<file path="config.mk">
export PLATFORM = sky130hd
export DESIGN_NAME = adc_frame_ctrl
export DESIGN_NICKNAME = d
export VERILOG_FILES = /design/src/rtl/adc_frame_pkg.sv /design/src/rtl/adc_tick_gen.sv /design/src/rtl/adc_shift_in.sv /design/src/rtl/adc_frame_fsm.sv /design/src/rtl/adc_frame_ctrl.sv
export SDC_FILE = /design/constraint.sdc
export NUM_CORES = 1
export LEC_CHECK = 0
export ABC_AREA = 1
export BUFFER_PORTS_ARGS = -buffer_cell sky130_fd_sc_hd__buf_2
export CAP_MARGIN = 40
export CORE_ASPECT_RATIO = 0.9
export CORE_UTILIZATION = 50
export CTS_BUF_LIST = sky130_fd_sc_hd__clkbuf_8 sky130_fd_sc_hd__clkbuf_16
export DETAILED_ROUTE_END_ITERATION = 7
export PLACE_DENSITY = 0.69
export SYNTH_ARGS = -nofsm -noshare
export SYNTH_HDL_FRONTEND = slang
export SYNTH_HIERARCHICAL = 1
export SYNTH_SLANG_ARGS = --single-unit
</file>
<file path="constraint.sdc">
create_clock -name clk -period 3.2 [get_ports clk]
set_input_delay 0.64 -clock clk [delete_from_list [all_inputs] [get_ports clk]]
set_output_delay 0.64 -clock clk [all_outputs]
set_load 0.01 [all_outputs]
</file>
<file path="src/rtl/adc_frame_pkg.sv">
`timescale 1ns/1ps
// Shared types for the serial ADC frame controller.
package adc_frame_pkg;

    // Frame sequencer states.
    typedef enum logic [1:0] {
        ST_IDLE  = 2'd0,   // chip select high, waiting for a request
        ST_LEAD  = 2'd1,   // chip select low, serial clock still high
        ST_CLK   = 2'd2,   // serial clock toggling
        ST_QUIET = 2'd3    // chip select high, enforcing the gap
    } frm_state_t;

endpackage

</file>
<file path="src/rtl/adc_tick_gen.sv">
`timescale 1ns/1ps
// Half-period tick generator.
// Emits one-cycle ticks every half_i system clocks while run_i is high.
// A half_i of 0 is treated as 1. half_i is expected to be stable while run_i is high.
module adc_tick_gen #(
    parameter int DIV_W = 8
) (
    input  logic             clk,
    input  logic             rst_n,
    input  logic             run_i,
    input  logic [DIV_W-1:0] half_i,
    output logic             tick_o
);

    logic [DIV_W-1:0] cnt_q;
    logic [DIV_W-1:0] half_eff;

    // Clamp a zero setting to the shortest legal half-period.
    always_comb half_eff = (half_i == '0) ? DIV_W'(1) : half_i;

    // A tick marks the last system clock of a half-period.
    always_comb tick_o = run_i && (cnt_q >= half_eff - 1'b1);

    // Count system clocks within the current half-period.
    always_ff @(posedge clk) begin
        if (!rst_n || !run_i) cnt_q <= '0;
        else if (tick_o)      cnt_q <= '0;
        else                  cnt_q <= cnt_q + 1'b1;
    end

endmodule

</file>
<file path="src/rtl/adc_shift_in.sv">
`timescale 1ns/1ps
// Serial capture register.
// Shifts sdi_i in MSB first on every sample strobe. Because only the last RES_W
// bits are kept, any leading bits of a longer frame fall out of the register.
module adc_shift_in #(
    parameter int RES_W = 12
) (
    input  logic             clk,
    input  logic             rst_n,
    input  logic             sample_i,
    input  logic             sdi_i,
    output logic [RES_W-1:0] word_o
);

    logic [RES_W-1:0] sh_q;

    // Shift one bit in at each serial clock fall.
    always_ff @(posedge clk) begin
        if (!rst_n)        sh_q <= '0;
        else if (sample_i) sh_q <= {sh_q[RES_W-2:0], sdi_i};
    end

    always_comb word_o = sh_q;

endmodule

</file>
<file path="src/rtl/adc_frame_fsm.sv">
`timescale 1ns/1ps
// Frame sequencer.
// Owns chip select and the serial clock, counts falling edges, runs full and
// power-down frames, and inserts a throw-away frame after reset or sleep.
// Assumes ticks from adc_tick_gen, and QUIET_CYC >= 2 so that the result strobe
// falls inside the quiet interval.
module adc_frame_fsm
    import adc_frame_pkg::*;
#(
    parameter int FRAME_FALLS = 16,
    parameter int PD_FALLS    = 4,
    parameter int QUIET_CYC   = 5
) (
    input  logic clk,
    input  logic rst_n,
    input  logic start_i,
    input  logic pdown_i,
    input  logic tick_i,
    output logic run_o,
    output logic sample_o,
    output logic done_o,
    output logic cs_n_o,
    output logic sclk_o,
    output logic busy_o
);

    localparam int CNT_W = $clog2(FRAME_FALLS + 1);
    localparam int Q_W   = $clog2(QUIET_CYC + 1);
    localparam logic [CNT_W-1:0] FR_LAST = CNT_W'(FRAME_FALLS);
    localparam logic [CNT_W-1:0] PD_LAST = CNT_W'(PD_FALLS);
    localparam logic [Q_W-1:0]   Q_LAST  = Q_W'(QUIET_CYC - 1);

    frm_state_t       state_q;
    logic [CNT_W-1:0] fall_q;
    logic [Q_W-1:0]   qcnt_q;
    logic             cs_n_q, sclk_q;
    logic             pd_q;       // current frame is a power-down frame
    logic             discard_q;  // next conversion frame is a throw-away
    logic             again_q;    // re-run a frame after the quiet interval
    logic             done_q;

    // The divider runs while chip select is low.
    always_comb run_o = (state_q == ST_LEAD) || (state_q == ST_CLK);
    // Capture on the tick that drives the serial clock low.
    always_comb sample_o = run_o && tick_i && sclk_q;
    always_comb busy_o   = (state_q != ST_IDLE);
    always_comb cs_n_o   = cs_n_q;
    always_comb sclk_o   = sclk_q;
    always_comb done_o   = done_q;

    // Sequence the frames, the quiet gap and the throw-away handling.
    always_ff @(posedge clk) begin
        if (!rst_n) begin
            state_q   <= ST_IDLE;
            fall_q    <= '0;
            qcnt_q    <= '0;
            cs_n_q    <= 1'b1;
            sclk_q    <= 1'b1;
            pd_q      <= 1'b0;
            discard_q <= 1'b1;
            again_q   <= 1'b0;
            done_q    <= 1'b0;
        end else begin
            done_q <= 1'b0;
            case (state_q)
                ST_IDLE: begin
                    if (pdown_i || start_i) begin
                        pd_q    <= pdown_i;
                        cs_n_q  <= 1'b0;
                        fall_q  <= '0;
                        state_q <= ST_LEAD;
                    end
                end
                ST_LEAD: begin
                    if (tick_i) begin
                        sclk_q  <= 1'b0;
                        fall_q  <= fall_q + 1'b1;
                        state_q <= ST_CLK;
                    end
                end
                ST_CLK: begin
                    if (tick_i) begin
                        if (sclk_q) begin
                            sclk_q <= 1'b0;
                            fall_q <= fall_q + 1'b1;
                        end else if ((pd_q && fall_q == PD_LAST) ||
                                     (!pd_q && fall_q == FR_LAST)) begin
                            sclk_q  <= 1'b1;
                            cs_n_q  <= 1'b1;
                            qcnt_q  <= '0;
                            state_q <= ST_QUIET;
                            if (pd_q) begin
                                discard_q <= 1'b1;
                            end else if (discard_q) begin
                                discard_q <= 1'b0;
                                again_q   <= 1'b1;
                            end else begin
                                done_q <= 1'b1;
                            end
                        end else begin
                            sclk_q <= 1'b1;
                        end
                    end
                end
                default: begin
                    if (qcnt_q == Q_LAST) begin
                        if (again_q) begin
                            again_q <= 1'b0;
                            pd_q    <= 1'b0;
                            cs_n_q  <= 1'b0;
                            fall_q  <= '0;
                            state_q <= ST_LEAD;
                        end else begin
                            state_q <= ST_IDLE;
                        end
                    end else begin
                        qcnt_q <= qcnt_q + 1'b1;
                    end
                end
            endcase
        end
    end

    // a frame never runs past its final falling edge.
    assert_fall_bound_R1: assert property (@(posedge clk) disable iff (!rst_n)
        fall_q <= FR_LAST);

    // chip select rises only after the full count or the power-down count.
    assert_cs_rise_count_R5: assert property (@(posedge clk) disable iff (!rst_n)
        $rose(cs_n_q) |-> (pd_q ? (fall_q == PD_LAST) : (fall_q == FR_LAST)));

    // the serial clock idles high while chip select is high.
    assert_sclk_idle_R2: assert property (@(posedge clk) disable iff (!rst_n)
        cs_n_q |-> sclk_q);

    // the serial clock moves only at the end of a half-period.
    assert_sclk_on_tick_R2: assert property (@(posedge clk) disable iff (!rst_n)
        !$stable(sclk_q) |-> $past(tick_i));

endmodule

</file>
<file path="src/rtl/adc_frame_ctrl.sv">
`timescale 1ns/1ps
// Serial ADC frame controller, top level.
// Joins the half-period divider, the frame sequencer and the capture register,
// and registers the reported result with its one-cycle strobe.
// Assumes div_i is held stable while busy_o is high.
module adc_frame_ctrl #(
    parameter int RES_W       = 12,
    parameter int FRAME_FALLS = 16,
    parameter int PD_FALLS    = 4,
    parameter int DIV_W       = 8,
    parameter int QUIET_CYC   = 5
) (
    input  logic             clk,
    input  logic             rst_n,
    input  logic             start_i,
    input  logic             pdown_i,
    input  logic [DIV_W-1:0] div_i,
    input  logic             sdi_i,
    output logic             cs_n_o,
    output logic             sclk_o,
    output logic [RES_W-1:0] result_o,
    output logic             valid_o,
    output logic             busy_o
);

    localparam int HI_W = $clog2(QUIET_CYC + 1);

    logic             run, tick, sample, done;
    logic [RES_W-1:0] word;
    logic [RES_W-1:0] result_q;
    logic             valid_q;
    logic [HI_W-1:0]  hi_cnt_q;

    adc_tick_gen #(.DIV_W(DIV_W)) u_tick (
        .clk    (clk),
        .rst_n  (rst_n),
        .run_i  (run),
        .half_i (div_i),
        .tick_o (tick)
    );

    adc_frame_fsm #(
        .FRAME_FALLS (FRAME_FALLS),
        .PD_FALLS    (PD_FALLS),
        .QUIET_CYC   (QUIET_CYC)
    ) u_fsm (
        .clk      (clk),
        .rst_n    (rst_n),
        .start_i  (start_i),
        .pdown_i  (pdown_i),
        .tick_i   (tick),
        .run_o    (run),
        .sample_o (sample),
        .done_o   (done),
        .cs_n_o   (cs_n_o),
        .sclk_o   (sclk_o),
        .busy_o   (busy_o)
    );

    adc_shift_in #(.RES_W(RES_W)) u_shift (
        .clk      (clk),
        .rst_n    (rst_n),
        .sample_i (sample),
        .sdi_i    (sdi_i),
        .word_o   (word)
    );

    // Latch the captured word and strobe it once per reported conversion.
    always_ff @(posedge clk) begin
        if (!rst_n) begin
            result_q <= '0;
            valid_q  <= 1'b0;
        end else begin
            valid_q <= done;
            if (done) result_q <= word;
        end
    end

    always_comb result_o = result_q;
    always_comb valid_o  = valid_q;

    // Count high chip-select cycles, saturating, for the quiet-gap check.
    always_ff @(posedge clk) begin
        if (!rst_n)                       hi_cnt_q <= HI_W'(QUIET_CYC);
        else if (!cs_n_o)                 hi_cnt_q <= '0;
        else if (hi_cnt_q != HI_W'(QUIET_CYC)) hi_cnt_q <= hi_cnt_q + 1'b1;
    end

    // the strobe lasts exactly one system clock.
    assert_valid_pulse_R4: assert property (@(posedge clk) disable iff (!rst_n)
        valid_o |=> !valid_o);

    // the strobe comes while the quiet interval still holds busy high.
    assert_valid_in_busy_R4: assert property (@(posedge clk) disable iff (!rst_n)
        valid_o |-> (busy_o && cs_n_o));

    // the result changes only together with a strobe.
    assert_result_hold_R4: assert property (@(posedge clk) disable iff (!rst_n)
        !$stable(result_o) |-> valid_o);

    // chip select falls only after the full quiet interval.
    assert_quiet_gap_R7: assert property (@(posedge clk) disable iff (!rst_n)
        $fell(cs_n_o) |-> (hi_cnt_q == HI_W'(QUIET_CYC)));

endmodule

</file>
# After elaboration in Yosys (flattened, before gate mapping)
# Cells that the tools add are included.
# totals
ff_bits	49
latchBits	0
ram_bits	0
rom_bits	0
in_bits	13
output_inout_bits	16
n_memories	0
# classes
addsub	4
multipliers	0
div	0
order_cmp	1
eq_ne	14
n_shift	0
n_mux	43
n_bitwise	8
reduce_logical	35
# ops
cell	n
2-to-1 mux 5 bit	6
2-to-1 mux 1 bit	19
one-hot mux 5 bit (3 select lines)	1
AND reduction 7 bit	2
2-to-1 mux 2 bit	6
2-to-1 mux 3 bit	4
!= test 2 x 1 -> 1 bit (second input constant)	6
AND reduction 6 bit	2
nonzero test 2 bit	5
adder 8 x 1 -> 8 bit (second input constant)	1
greater-or-equal comparator 8 bit	1
logical NOT 8 bit	1
2-to-1 mux 8 bit	1
NOT 1 bit	8
AND reduction 4 bit	2
nonzero test 4 bit	2
subtractor 8 x 1 -> 8 bit (second input constant)	1
!= test 2 bit (second input constant)	3
one-hot mux 1 bit (2 select lines)	3
one-hot mux 2 bit (3 select lines)	1
one-hot mux 3 bit (2 select lines)	1
nonzero test 3 bit	2
OR reduction 2 bit	3
OR reduction 6 bit	1
14 further kinds	23

# Logic depth before layout (Yosys ltp)
# depth
ltp_word	7
depth_mapped	21
mapped_depth_nobuf	21

# Modules after synthesis
# Netlist, hierarchy kept.
# modules_own_cells
mod	instances	cells_per_inst	area_per_inst_um2	seq_area_each_um2
adc_frame_fsm	1	141	984.7	320.3
adc_tick_gen	1	98	696.9	160.2
adc_frame_ctrl	1	79	538.0	260.2
adc_shift_in	1	75	493.0	240.2

# Least setup slack after synthesis
# No wires, ideal clock.
# synth_path
path_kind	input -> register
from	input div_i[5]
to	register u_shift.sh_q[8], in the netlist u_shift/word_o[8]
setup_ns	0.113
arrival_ns	3.016
required_time_ns	3.087
slack_ns	0.071
stages	18
n_path_buf	1
path_cell_list	inv_1 > nand2_1 > nor2_2 > a31oi_1 > ha_1 > nand2_1 > xor2_1 > inv_1 > ha_1 > nand2_1 > o21a_1 > a21boi_0 > nand2_1 > nor2_1 > buf_6 > nand2_1 > nand2_1 > nor2_1
# synth_between
elab_chain_cells	7
# synth_rtl
element	line_no	source
start, declared	adc_frame_ctrl.sv:17	input logic [DIV_W-1:0] div_i,
logical NOT 8 bit	adc_tick_gen.sv:19	always_comb half_eff = (half_i == '0) ? DIV_W'(1) : half_i;
2-to-1 mux 8 bit (*)	adc_tick_gen.sv:19	
subtractor 8 x 1 -> 8 bit (*)	adc_tick_gen.sv:22	always_comb tick_o = run_i && (cnt_q >= half_eff - 1'b1);
greater-or-equal comparator 8 bit (*)	adc_tick_gen.sv:22	
logical AND 1 bit (*)	adc_tick_gen.sv:22	
named net tick	adc_frame_ctrl.sv:28	logic run, tick, sample, done;
logical AND 1 bit (*) (2 in a row)	adc_frame_fsm.sv:45	always_comb sample_o = run_o && tick_i && sclk_q;
named net sample	adc_frame_ctrl.sv:28	
end signal, assigned	adc_shift_in.sv:20	else if (sample_i) sh_q <= {sh_q[RES_W-2:0], sdi_i};
end, declared	adc_shift_in.sv:15	logic [RES_W-1:0] sh_q;
# Mark *: on every way through the listed nets, which the timed path passes. The rest lies on a longest branch.
# A chain may end at the register's enable or synchronous reset.

# Worst setup path after layout
# layout_path
from	input div_i[5]
to	register u_fsm.state_q[0]
# layout_between
elab_chain_cells	7
# layout_rtl
element	line_no	source
logical NOT 8 bit	adc_tick_gen.sv:19	
2-to-1 mux 8 bit (*)	adc_tick_gen.sv:19	
subtractor 8 x 1 -> 8 bit (*)	adc_tick_gen.sv:22	
greater-or-equal comparator 8 bit (*)	adc_tick_gen.sv:22	
logical AND 1 bit (*)	adc_tick_gen.sv:22	
named net tick	adc_frame_ctrl.sv:28	
!= test 2 x 1 -> 1 bit (no source line)	--	
AND reduction 6 bit (no source line) (*)	--	
end signal, assigned	adc_frame_fsm.sv:54	state_q <= ST_IDLE;
end signal, assigned	adc_frame_fsm.sv:71	state_q <= ST_LEAD;
end signal, assigned	adc_frame_fsm.sv:78	state_q <= ST_CLK;
end, declared	adc_frame_fsm.sv:33	frm_state_t state_q;
# Marked as above.

==> flow_summary_export.csv <==
group,metric,value,unit
synth,dominant_register_cell_in_the_synthesized_netlist,"dfxtp_1",
timing,final-setup-viol-count,0,
drt,drt_pre_antenna_iters,4,
clocking,clkSinkCount,49,
layout,nNetsFinal,463,
global_route,global_route_wire_length_before_repair,8873,microns
pwr,irDropWorstVdd,0.3577,mV
placed_design,finalWeightedCongestion,0.8772,
floorplanning,coreArea,5224,sq um
run,cap_violations,0,
floorplanning,floorplan.die.width,79.64,microns
run_status,status,"complete, no violations",
clocking,htreeDepth,2,
timing,fin_worst_skew,0.009291,ns
layout,insertedDiodeCount,0,
clocking,cts_resized,0,
synth,async_reset_ff_share,0,%
worst_hold_path,holdCritPathClass,"register to register",
global_route,via_count_of_the_first_global_routing_pass,2176,
drt,drt_first_iter_violations,121,
synth,synth.distinct_cells,32,
critical_path,r2r-start,"u_tick/cnt_q[0]",
clocking,tritoncts_buffer_count,5,
timing,timing.final.max_slew_violations,0,
floorplanning,die_h,71.88,microns
placed_design,detailed_place_hpwl,3762,microns
layout,multiInputGateArea,1418,sq um
timing,unrepaired_setup_endpoints_after_global_routing,"false",
layout,filler_cell_count,510,
synth,synth_sequential_area_ratio,36.16,%
global_route,maximum_number_of_pins_on_one_net_before_global_route_repair,26,
floorplanning,boundaryPins,29,
synth,synth-edff-count,0,
clocking,tritoncts,"yes",
floorplanning,row_count,25,
critical_path,start_to_end_type_of_the_worst_setup_path,"input port to register",
critical_path,path_max_fanout,6,
clocking,cts_buffer_depth,2,
layout,register_area,980.9,sq um
synth,syn_inst,393,
clocking,post-cts-setup-buffers,0,
pwr,power_density,568.0,nW/um^2
clocking,cts.clk_slew.worst_paths,0.08,ns
placed_design,number_of_buffers_inserted_by_port_buffering,28,
synth,postSynthAreaPerCell,6.902,sq um
timing,timing.fmax,0.3421,GHz
clocking,count_of_hold_buffers_inserted_by_post_cts_repair,0,
synth,mappedNetlistArea,2713,sq um
critical_path,critPathLaunch,"div_i[5]",
critical_path,critPathLaunchType,"input port",
critical_path,worst-r2r-cell-count,16,
synth,synth_seq_cells,49,
global_route,total_routing_usage_gr,19.71,%
worst_hold_path,min_path_cells,1,
pwr,p_leak,1.373,nW
timing,setup_tns,0,ns
critical_path,setup.worst_path.end_class,"register",
layout,area_growth,13.42,%
floorplanning,floorplan_die_area,5724,sq um
critical_path,critical_path_arrival,3.10,ns
clocking,cts_root_buf,"clkbuf_8",
drt,avgViaCountPerCell,4.660,
global_route,grt_overflow_total,0,
layout,finalInstanceArea,3077,sq um
critical_path,cp_data_required_time,3.37,ns
timing,min_period_over_period,91.34,%
drt,postRouteWirelength,5059,microns
timing,worst-slew-pin-transition,0.8547,ns
drt,detail-route-antenna-nets,0,
global_route,grt_antenna_before_repair,0,
synth,postSynthNetCount,424,
timing,fin_crit,2.923,ns
drt,wl_per_cell,10.12,microns
pwr,p_total,1.748,mW
clocking,clkLatencyLatePin,0.31,ns
timing,worst_slew_margin_rel,42.94,%
layout,final_layout_size_suffix_gt1_share,15.94,%
drt,routed-via-count,2330,
synth,yosys_warnings,6,
placed_design,dpl_cell_area,2965,sq um
timing,hold_violations,0,
drt,drc,0,
floorplanning,initial_core_util,51.93,%
worst_hold_path,hold_path_startpoint,"u_fsm/discard_q",
power breakdown:
group	leakage [nW]	switching [mW]	internal, mW
registers	0.396	0.0405	0.654
clock network	0.0595	0.204	0.231
logic	0.918	0.404	0.214
total	1.37	0.649	1.10
synth_stat cells, types with 2 or more instances:
| library cell | count | share of area (%) |
|---|---|---|
| nand2_1 | 103 | 14 |
| ha_1 | 18 | 8.3 |
| inv_2 | 4 | 0.55 |
| o21ai_0 | 3 | 0.55 |
| nand2_2 | 4 | 0.92 |
| nand3_2 | 5 | 1.8 |
| nor2_2 | 2 | 0.46 |
| xor2_1 | 6 | 1.9 |
| inv_1 | 58 | 8.0 |
| buf_2 | 2 | 0.37 |
| nor2_4 | 2 | 0.83 |
| a21oi_1 | 14 | 2.6 |
| o21ai_1 | 2 | 0.37 |
| dfxtp_1 | 49 | 36 |
| nor2_1 | 71 | 9.8 |
| xnor2_1 | 5 | 1.6 |
| nand4_1 | 6 | 1.4 |
| buf_6 | 4 | 1.7 |
| o21a_1 | 2 | 0.55 |
| a21oi_2 | 2 | 0.65 |
| nand3_1 | 20 | 3.7 |
worst paths after layout:
path                            slack [ns]                to
worst max-delay path                  0.28  u_fsm/state_q[0]
worst min-delay path                  0.45      u_fsm/done_o
worst max register to register        1.09  u_fsm/state_q[0]
worst min register to register        0.45      u_fsm/done_o
per-layer routing:
layer,wire (microns),track usage (%)
met3,161,4.459
met1,2529,23.61
met5,0,0
met2,2282,33.71
met4,85,8.485
flip-flops by register name, indices dropped and copies added, names as in the netlist:
signal and count:
result_o 12, u_shift/word_o 12, u_tick/cnt_q 8, u_fsm/fall_q 5
u_fsm/qcnt_q 3, u_fsm/state_q 2, u_fsm/again_q 1, u_fsm/cs_n_o 1
u_fsm/discard_q 1, u_fsm/done_o 1, u_fsm/pd_q 1, u_fsm/sclk_o 1
valid_o 1
cell families (layout without fill, tap and decap cells):
group / count (synthesis) / after routing / synth area share (%)
compound gates: 27 / 27 / 5.766
xor+xnor: 11 / 11 / 3.552
fa+ha+maj: 18 / 18 / 8.303
buf+inv: 71 / 111 / 11.58
flops: 49 / 49 / 36.16
simple gates: 217 / 217 / 34.64
worst max-delay path, stage by stage:
cell,delay (ns)
buf_2,0.10
inv_1,0.08
nand2_1,0.07
nor2_2,0.11
a31oi_1,0.11
ha_1,0.23
nand2_1,0.09
xor2_1,0.15
inv_1,0.06
ha_1,0.26
nand2_1,0.06
o21a_1,0.19
a21boi_0,0.17
buf_4,0.15
nand2_1,0.06
nor2_1,0.12
nand3_1,0.09
nand2_2,0.13
nand2_1,0.09
nand2_1,0.07
a21oi_1,0.05
through the flow:
step	worst slack [ns]	std cells	utilization (%)	hold WS, ns
final	0.2771	500	58.90	0.4491
after global routing	0.01368	500	58.90	0.4758
after CTS	0.2759	500	58.90	0.4513
after detailed placement	-0.02091	492	56.77	0.4383
after global placement	0.02211	492	56.77	0.4466
after floorplan	0.07092	393	-	0.4153
cell usage in the layout, fill, tap and decap left out, types with 2 or more instances in the layout:
cell / instances
nor2_1: 71
xnor2_1: 5
a21oi_2: 2
nand3_1: 20
o21ai_1: 2
buf_2: 28
inv_2: 4
a21oi_1: 14
clkbuf_8: 5
inv_1: 59
o21ai_0: 3
nor2_2: 2
xor2_1: 6
nand2_1: 103
nand4_1: 6
nand2_2: 4
nor2_4: 2
ha_1: 18
nand3_2: 5
buf_4: 12
dfxtp_1: 49
o21a_1: 2
final cells by class:
type	instances	share of cell area (%)
sequential	49	31.88
timing repair buffer	41	8.133
clock inverter	3	1.383
inverter	62	7.564
tap	67	2.725
clock buffer	5	2.237
multi-input combinational	273	46.08
Note: power is estimated with default switching activity, not from simulation.
